[config.mk]
export PLATFORM = sky130hd
export DESIGN_NAME = lpt_pwm_timer
export DESIGN_NICKNAME = d
export VERILOG_FILES = /design/src/rtl/lpt_pkg.sv /design/src/rtl/lpt_sync_flag.sv /design/src/rtl/lpt_regs.sv /design/src/rtl/lpt_prescaler.sv /design/src/rtl/lpt_wave.sv /design/src/rtl/lpt_pwm_timer.sv
export SDC_FILE = /design/constraint.sdc
export NUM_CORES = 1
export LEC_CHECK = 0
export BUFFER_PORTS_ARGS = -buffer_cell sky130_fd_sc_hd__buf_2
export CAP_MARGIN = 20
export CORE_MARGIN = 2
export CORE_UTILIZATION = 55
export CTS_BUF_LIST = sky130_fd_sc_hd__clkbuf_8
export DETAILED_ROUTE_END_ITERATION = 8
export GPL_ROUTABILITY_DRIVEN = 0
export GPL_TIMING_DRIVEN = 0
export HOLD_SLACK_MARGIN = 0.15
export PLACE_DENSITY = 0.7
export SLEW_MARGIN = 20
export SYNTH_ARGS = -nofsm -noshare
export SYNTH_HDL_FRONTEND = slang
export SYNTH_HIERARCHICAL = 1
export SYNTH_SLANG_ARGS = --single-unit
[constraint.sdc]
create_clock -name clk -period 3.2 [get_ports clk]
set_input_delay 0.32 -clock clk [delete_from_list [all_inputs] [get_ports clk]]
set_output_delay 0.32 -clock clk [all_outputs]
set_load 0.01 [all_outputs]
[src/rtl/lpt_pkg.sv]
package lpt_pkg;
  localparam int ADDR_W = 3;
  typedef enum logic [ADDR_W-1:0] {
    A_CTRL    = 3'd0,
    A_CFG     = 3'd1,
    A_RELOAD  = 3'd2,
    A_COMPARE = 3'd3,
    A_STATUS  = 3'd4,
    A_CLEAR   = 3'd5
  } lpt_addr_e;
endpackage

[src/rtl/lpt_sync_flag.sv]
module lpt_sync_flag #(
  parameter int SYNC = 3
) (
  input  logic clk,
  input  logic rst,
  input  logic load,
  input  logic clr,
  output logic ok
);
  localparam int SW = $clog2(SYNC + 1);
  logic [SW-1:0] cnt_q;

  always_ff @(posedge clk) begin
    if (rst) begin
      cnt_q <= '0;
      ok    <= 1'b0;
    end else if (load) begin
      cnt_q <= SW'(SYNC);
      ok    <= 1'b0;
    end else begin
      if (cnt_q != '0) cnt_q <= cnt_q - 1'b1;
      if (cnt_q == SW'(1)) ok <= 1'b1;
      else if (clr) ok <= 1'b0;
    end
  end

  p_load_clears_r6: assert property (@(posedge clk) disable iff (rst)
    load |=> !ok);
  p_set_wins_r7: assert property (@(posedge clk) disable iff (rst)
    (cnt_q == SW'(1)) && !load |=> ok);
endmodule

[src/rtl/lpt_regs.sv]
module lpt_regs
  import lpt_pkg::*;
#(
  parameter int CW   = 16,
  parameter int PW   = 3,
  parameter int SYNC = 3
) (
  input  logic              clk,
  input  logic              rst,
  input  logic              wr_en,
  input  logic [ADDR_W-1:0] addr,
  input  logic [CW-1:0]     wdata,
  output logic [CW-1:0]     rdata,
  output logic              run_o,
  output logic [PW-1:0]     psel_o,
  output logic              pol_o,
  output logic [CW-1:0]     arr_o,
  output logic [CW-1:0]     cmp_o
);
  logic en_q, run_q, pol_q;
  logic [PW-1:0] psel_q;
  logic [CW-1:0] arr_q, cmp_q;
  logic arr_ok, cmp_ok;

  logic wr_ctrl, wr_cfg, wr_arr, wr_cmp, wr_clr;
  assign wr_ctrl = wr_en && (addr == A_CTRL);
  assign wr_cfg  = wr_en && (addr == A_CFG);
  assign wr_arr  = wr_en && (addr == A_RELOAD);
  assign wr_cmp  = wr_en && (addr == A_COMPARE);
  assign wr_clr  = wr_en && (addr == A_CLEAR);

  always_ff @(posedge clk) begin
    if (rst) begin
      en_q   <= 1'b0;
      run_q  <= 1'b0;
      psel_q <= '0;
      pol_q  <= 1'b0;
      arr_q  <= '1;
      cmp_q  <= '0;
    end else begin
      if (wr_ctrl) begin
        en_q  <= wdata[0];
        run_q <= wdata[0] & (run_q | (wdata[1] & en_q));
      end
      if (wr_cfg && !en_q) begin
        psel_q <= wdata[PW-1:0];
        pol_q  <= wdata[PW];
      end
      if (wr_arr && en_q) arr_q <= wdata;
      if (wr_cmp && en_q) cmp_q <= wdata;
    end
  end

  lpt_sync_flag #(.SYNC(SYNC)) u_cmp_flag (
    .clk(clk), .rst(rst), .load(wr_cmp && en_q), .clr(wr_clr && wdata[0]), .ok(cmp_ok));
  lpt_sync_flag #(.SYNC(SYNC)) u_arr_flag (
    .clk(clk), .rst(rst), .load(wr_arr && en_q), .clr(wr_clr && wdata[1]), .ok(arr_ok));

  always_ff @(posedge clk) begin
    if (rst) rdata <= '0;
    else begin
      case (lpt_addr_e'(addr))
        A_CTRL:    rdata <= {{(CW-2){1'b0}}, run_q, en_q};
        A_CFG:     rdata <= {{(CW-PW-1){1'b0}}, pol_q, psel_q};
        A_RELOAD:  rdata <= arr_q;
        A_COMPARE: rdata <= cmp_q;
        A_STATUS:  rdata <= {{(CW-2){1'b0}}, arr_ok, cmp_ok};
        default:   rdata <= '0;
      endcase
    end
  end

  assign run_o  = run_q;
  assign psel_o = psel_q;
  assign pol_o  = pol_q;
  assign arr_o  = arr_q;
  assign cmp_o  = cmp_q;

  p_cfg_lock_r3: assert property (@(posedge clk) disable iff (rst)
    en_q && wr_cfg |=> $stable(psel_q) && $stable(pol_q));
  p_limit_lock_r4: assert property (@(posedge clk) disable iff (rst)
    !en_q && (wr_arr || wr_cmp) |=> $stable(arr_q) && $stable(cmp_q));
  p_stop_r8: assert property (@(posedge clk) disable iff (rst)
    wr_ctrl && (wdata == '0) |=> !en_q && !run_q);
  p_run_needs_en_r8: assert property (@(posedge clk) disable iff (rst)
    run_q |-> en_q);
endmodule

[src/rtl/lpt_prescaler.sv]
module lpt_prescaler #(
  parameter int PW = 3
) (
  input  logic          clk,
  input  logic          rst,
  input  logic          run,
  input  logic [PW-1:0] psel,
  output logic          tick
);
  localparam int PCW = (1 << PW) - 1;
  logic [PCW-1:0] pcnt_q, mask;

  always_comb begin
    for (int i = 0; i < PCW; i++) mask[i] = (i < int'(psel));
  end

  always_ff @(posedge clk) begin
    if (rst || !run) pcnt_q <= '0;
    else             pcnt_q <= pcnt_q + 1'b1;
  end

  assign tick = run && ((pcnt_q & mask) == mask);

  p_tick_rate_r2: assert property (@(posedge clk) disable iff (rst)
    tick && (psel != '0) && $stable(run) |=> !tick);
endmodule

[src/rtl/lpt_wave.sv]
module lpt_wave #(
  parameter int CW = 16
) (
  input  logic          clk,
  input  logic          rst,
  input  logic          run,
  input  logic          tick,
  input  logic          pol,
  input  logic [CW-1:0] arr_sh,
  input  logic [CW-1:0] cmp_sh,
  output logic          pwm_q
);
  logic [CW-1:0] cnt_q, arr_a, cmp_a;
  logic wrap;
  assign wrap = tick && (cnt_q == arr_a);

  always_ff @(posedge clk) begin
    if (rst) begin
      cnt_q <= '0;
      arr_a <= '1;
      cmp_a <= '0;
      pwm_q <= 1'b0;
    end else begin
      if (!run || wrap) begin
        cnt_q <= '0;
        arr_a <= arr_sh;
        cmp_a <= cmp_sh;
      end else if (tick) begin
        cnt_q <= cnt_q + 1'b1;
      end
      pwm_q <= run ? ((cnt_q > cmp_a) ^ pol) : pol;
    end
  end

  p_cnt_bound_r2: assert property (@(posedge clk) disable iff (rst)
    run |-> cnt_q <= arr_a);
  p_wrap_r2: assert property (@(posedge clk) disable iff (rst)
    run && wrap |=> cnt_q == '0);
  p_hold_limits_r10: assert property (@(posedge clk) disable iff (rst)
    run && !wrap |=> $stable(arr_a) && $stable(cmp_a));
  p_idle_level_r9: assert property (@(posedge clk) disable iff (rst)
    !run |=> pwm_q == $past(pol));
endmodule

[src/rtl/lpt_pwm_timer.sv]
module lpt_pwm_timer
  import lpt_pkg::*;
#(
  parameter int CW   = 16,
  parameter int PW   = 3,
  parameter int SYNC = 3
) (
  input  logic              clk,
  input  logic              rst,
  input  logic              wr_en,
  input  logic [ADDR_W-1:0] addr,
  input  logic [CW-1:0]     wdata,
  output logic [CW-1:0]     rdata,
  output logic              pwm_out
);
  logic          run, pol, tick;
  logic [PW-1:0] psel;
  logic [CW-1:0] arr_sh, cmp_sh;

  lpt_regs #(.CW(CW), .PW(PW), .SYNC(SYNC)) u_regs (
    .clk(clk), .rst(rst), .wr_en(wr_en), .addr(addr), .wdata(wdata),
    .rdata(rdata), .run_o(run), .psel_o(psel), .pol_o(pol),
    .arr_o(arr_sh), .cmp_o(cmp_sh));

  lpt_prescaler #(.PW(PW)) u_presc (
    .clk(clk), .rst(rst), .run(run), .psel(psel), .tick(tick));

  lpt_wave #(.CW(CW)) u_wave (
    .clk(clk), .rst(rst), .run(run), .tick(tick), .pol(pol),
    .arr_sh(arr_sh), .cmp_sh(cmp_sh), .pwm_q(pwm_out));

  p_reset_out_r1: assert property (@(posedge clk) $past(rst) |-> !pwm_out);
endmodule

==> flow_summary_export.csv <==
group,metric,value,unit
outcome,status,"completed",
clock_network,clk-insertion-delay-late,0.44,ns
critical_path,crit_fanout,6,
timing,maxSlewHeadroom,58.1,%
routing,vias,4531,
global_routing,grt_max_degree,17,
critical_path,crit_required,3.50,ns
clock_network,cts_resized,0,
clock_network,path_clk_slew,0.08,ns
layout,ff_latch_area,0.00232,sq mm
routing,first_pass_iters,5,
yosys,synth-seq-cells,116,
layout,fin_nets,717,
routing,drc,0,
timing,period_share,80.4,%
floorplan,io_pins,39,
yosys,async_reset_ff_share,0,%
clock_network,cts.sinks,116,
timing,fmax,388,MHz
worst_hold_path,hold_path.class,"in -> reg",
layout,fin_area,0.00643,sq mm
yosys,synth_area_per_cell,9.15,sq um
place,dpl_cell_area,0.00587,sq mm
yosys,ys_warn_count,6,
timing,worstMarginPinSlew,0.629,ns
clock_network,htree_levels,4,
global_routing,first_global_vias,4320,
yosys,yosysSeqAreaShare,42.0,%
yosys,netlist.area_leader.share,42.0,%
routing,wl,13000,um
timing,slew_viol_final,0,
clock_network,cts_setup_buffers,0,
yosys,ys_types,47,
floorplan,fp.dieW,104,um
yosys,postSynthCellCount,604,
routing,drt_iter0_markers,225,
flow_run,maxCapViolations,0,
floorplan,dieArea,0.0109,sq mm
routing,final_antenna_net_count,0,
timing,whs,0.176,ns
timing,finalHoldViolations,0,
power,finalPower,3.20,mW
place,portBuffers,36,
yosys,syn-cell-area,0.00553,sq mm
timing,fin_tns_setup,0,ns
layout,fillers,821,
critical_path,critPathArrivalTime,2.87,ns
clock_network,cts_buffers,17,
timing,rsz0062_at_grt,"false",
global_routing,overflow,0,
layout,fin_util,65.8,%
power,power.density,498,mW/mm^2
critical_path,worstSetupStartpointType,"flip-flop",
timing,setup_viol,0,
place,hpwl,9480,um
layout,multi_input_area,0.00290,sq mm
floorplan,die_h,104,um
global_routing,antenna_found_initial,0,
critical_path,worstSetupPathType,"reg -> reg",
yosys,ys.flop_type,"dfxtp_1",
global_routing,grt_usage,25.0,%
yosys,syn_nets,648,
floorplan,core_area,0.00977,sq mm
global_routing,grt_first_pass_wirelength,21600,um
layout,drive_gt1_share,13.4,%
timing,finalWorstPathRequiredPeriod,2.57,ns
power,vdd_drop_max,0.376,mV
clock_network,cts_tree,"done",
yosys,synth_edf_count,0,
routing,post_drt_wl_per_cell,15.9,um
power,leakage,2.43,nW
clock_network,cts-root-buf,"clkbuf_8",
yosys,synthTopCellsByArea,"dfxtp_1 (42%), mux2i_1 (9.1%), ha_1 (5.0%)",
clock_network,clk_path_buf_depth,2,
layout,diodes,0,
clock_network,cts_hold_buf,14,
critical_path,crit_path_end_kind,"flip-flop",
timing,fin_worst_skew,0.0191,ns
floorplan,start_util,56.6,%
routing,via_per_inst,5.53,
layout,syn_to_final_growth,16.4,%
floorplan,row_count,36,
yosys,synth_area_leader_cell,"dfxtp_1",
-- flip-flops by register name, indices dropped and copies added (netlist names) --
register	flops
u_regs/u_cmp_flag/ok	1
u_regs/arr_o	16
u_regs/pol_o	1
u_presc/pcnt_q	7
u_regs/psel_o	3
u_regs/rdata	16
u_regs/en_q	1
u_wave/pwm_q	1
u_regs/run_o	1
u_regs/u_arr_flag/ok	1
u_wave/cnt_q	16
u_wave/arr_a	16
u_regs/u_arr_flag/cnt_q	2
u_wave/cmp_a	16
u_regs/cmp_o	16
u_regs/u_cmp_flag/cnt_q	2
-- where the power goes --
group | internal, mW | switching (mW) | leakage [nW]
clock network | 0.808 | 0.603 | 0.213
registers | 1.48 | 0.0199 | 0.938
logic | 0.132 | 0.157 | 1.28
total | 2.42 | 0.779 | 2.43
-- layer usage --
metal | vias to the layer above | wire (um) | global-route usage [%]
li1 | 2231 | - | -
met5 | - | 0 | 0
met1 | 2156 | 6070 | 33.6
met4 | 0 | 159 | 8.59
met2 | 129 | 6110 | 39.6
met3 | 15 | 695 | 5.83
-- area by class of cell --
cell class	instances	area share (%)
plain buffers	37	3.09
clock inverters	13	2.47
well taps	133	2.59
multi-input cells	422	45.0
repair buffers	50	4.98
flip-flops and latches	116	36.1
clock buffers	19	4.06
inverters	29	1.69
-- worst max-delay path, cell delays in order, from the launching register on --
cell and delay, ns:
dfxtp_1 0.45, o21ai_1 0.10, a21o_1 0.20, a221oi_2 0.58
and3_1 0.30, nand4_1 0.29, nor3_1 0.31, xnor2_1 0.15
nor3b_1 0.06
-- synthesized netlist by cell type, drive strengths merged (17+ instances only) --
library cell / instances
a21oi: 31
and3: 19
buf: 17
clkbuf: 20
dfxtp: 116
ha: 22
inv: 29
mux2i: 50
nand2b: 35
nand3: 27
nor2: 67
o21ai: 25
xnor2: 27
-- kinds of logic (layout without fill, tap and decap cells) --
group                      after synthesis  after routing  share of synthesized area [%]
DFF                                    116            116                           42.0
muxes                                   53             53                           9.66
and+or+nand+nor                        221            221                           21.8
buffers and inverters                   66            148                           5.57
xor gates and xnor gates                37             37                           5.86
adders and majority gates               22             22                           4.98
AOI/OAI and AO/OA                       89             89                           10.1
-- placed cells by master (no fill, tap or decap), drive strengths merged, types with 27 or more instances in the layout --
cell type	count
xnor2	27
nor2	67
buf	53
clkbuf	39
dfxtp	116
a21oi	31
inv	30
nand2b	35
nand3	27
mux2i	50
-- per-stage QoR --
stage / std cells / setup slack, ns
floorplan: 604 / 1.10
finish: 819 / 0.626
detailed placement: 773 / 0.668
global placement: 773 / 0.686
global route: 819 / 0.362
CTS: 819 / 0.629
-- worst paths after layout --
kind | start | end | slack (ns) | depth (start not counted)
worst max-delay path | u_presc/pcnt_q[2] | u_wave/cnt_q[15] | 0.63 | 8
worst min-delay path | wdata[1] | u_regs/cmp_o[1] | 0.18 | 3
worst min register to register | u_wave/cmp_a[5] | u_wave/cmp_a[5] | 0.48 | 2
worst max register to register | u_presc/pcnt_q[2] | u_wave/cnt_q[15] | 0.63 | 8
Note: power is estimated with default switching activity, not from simulation.
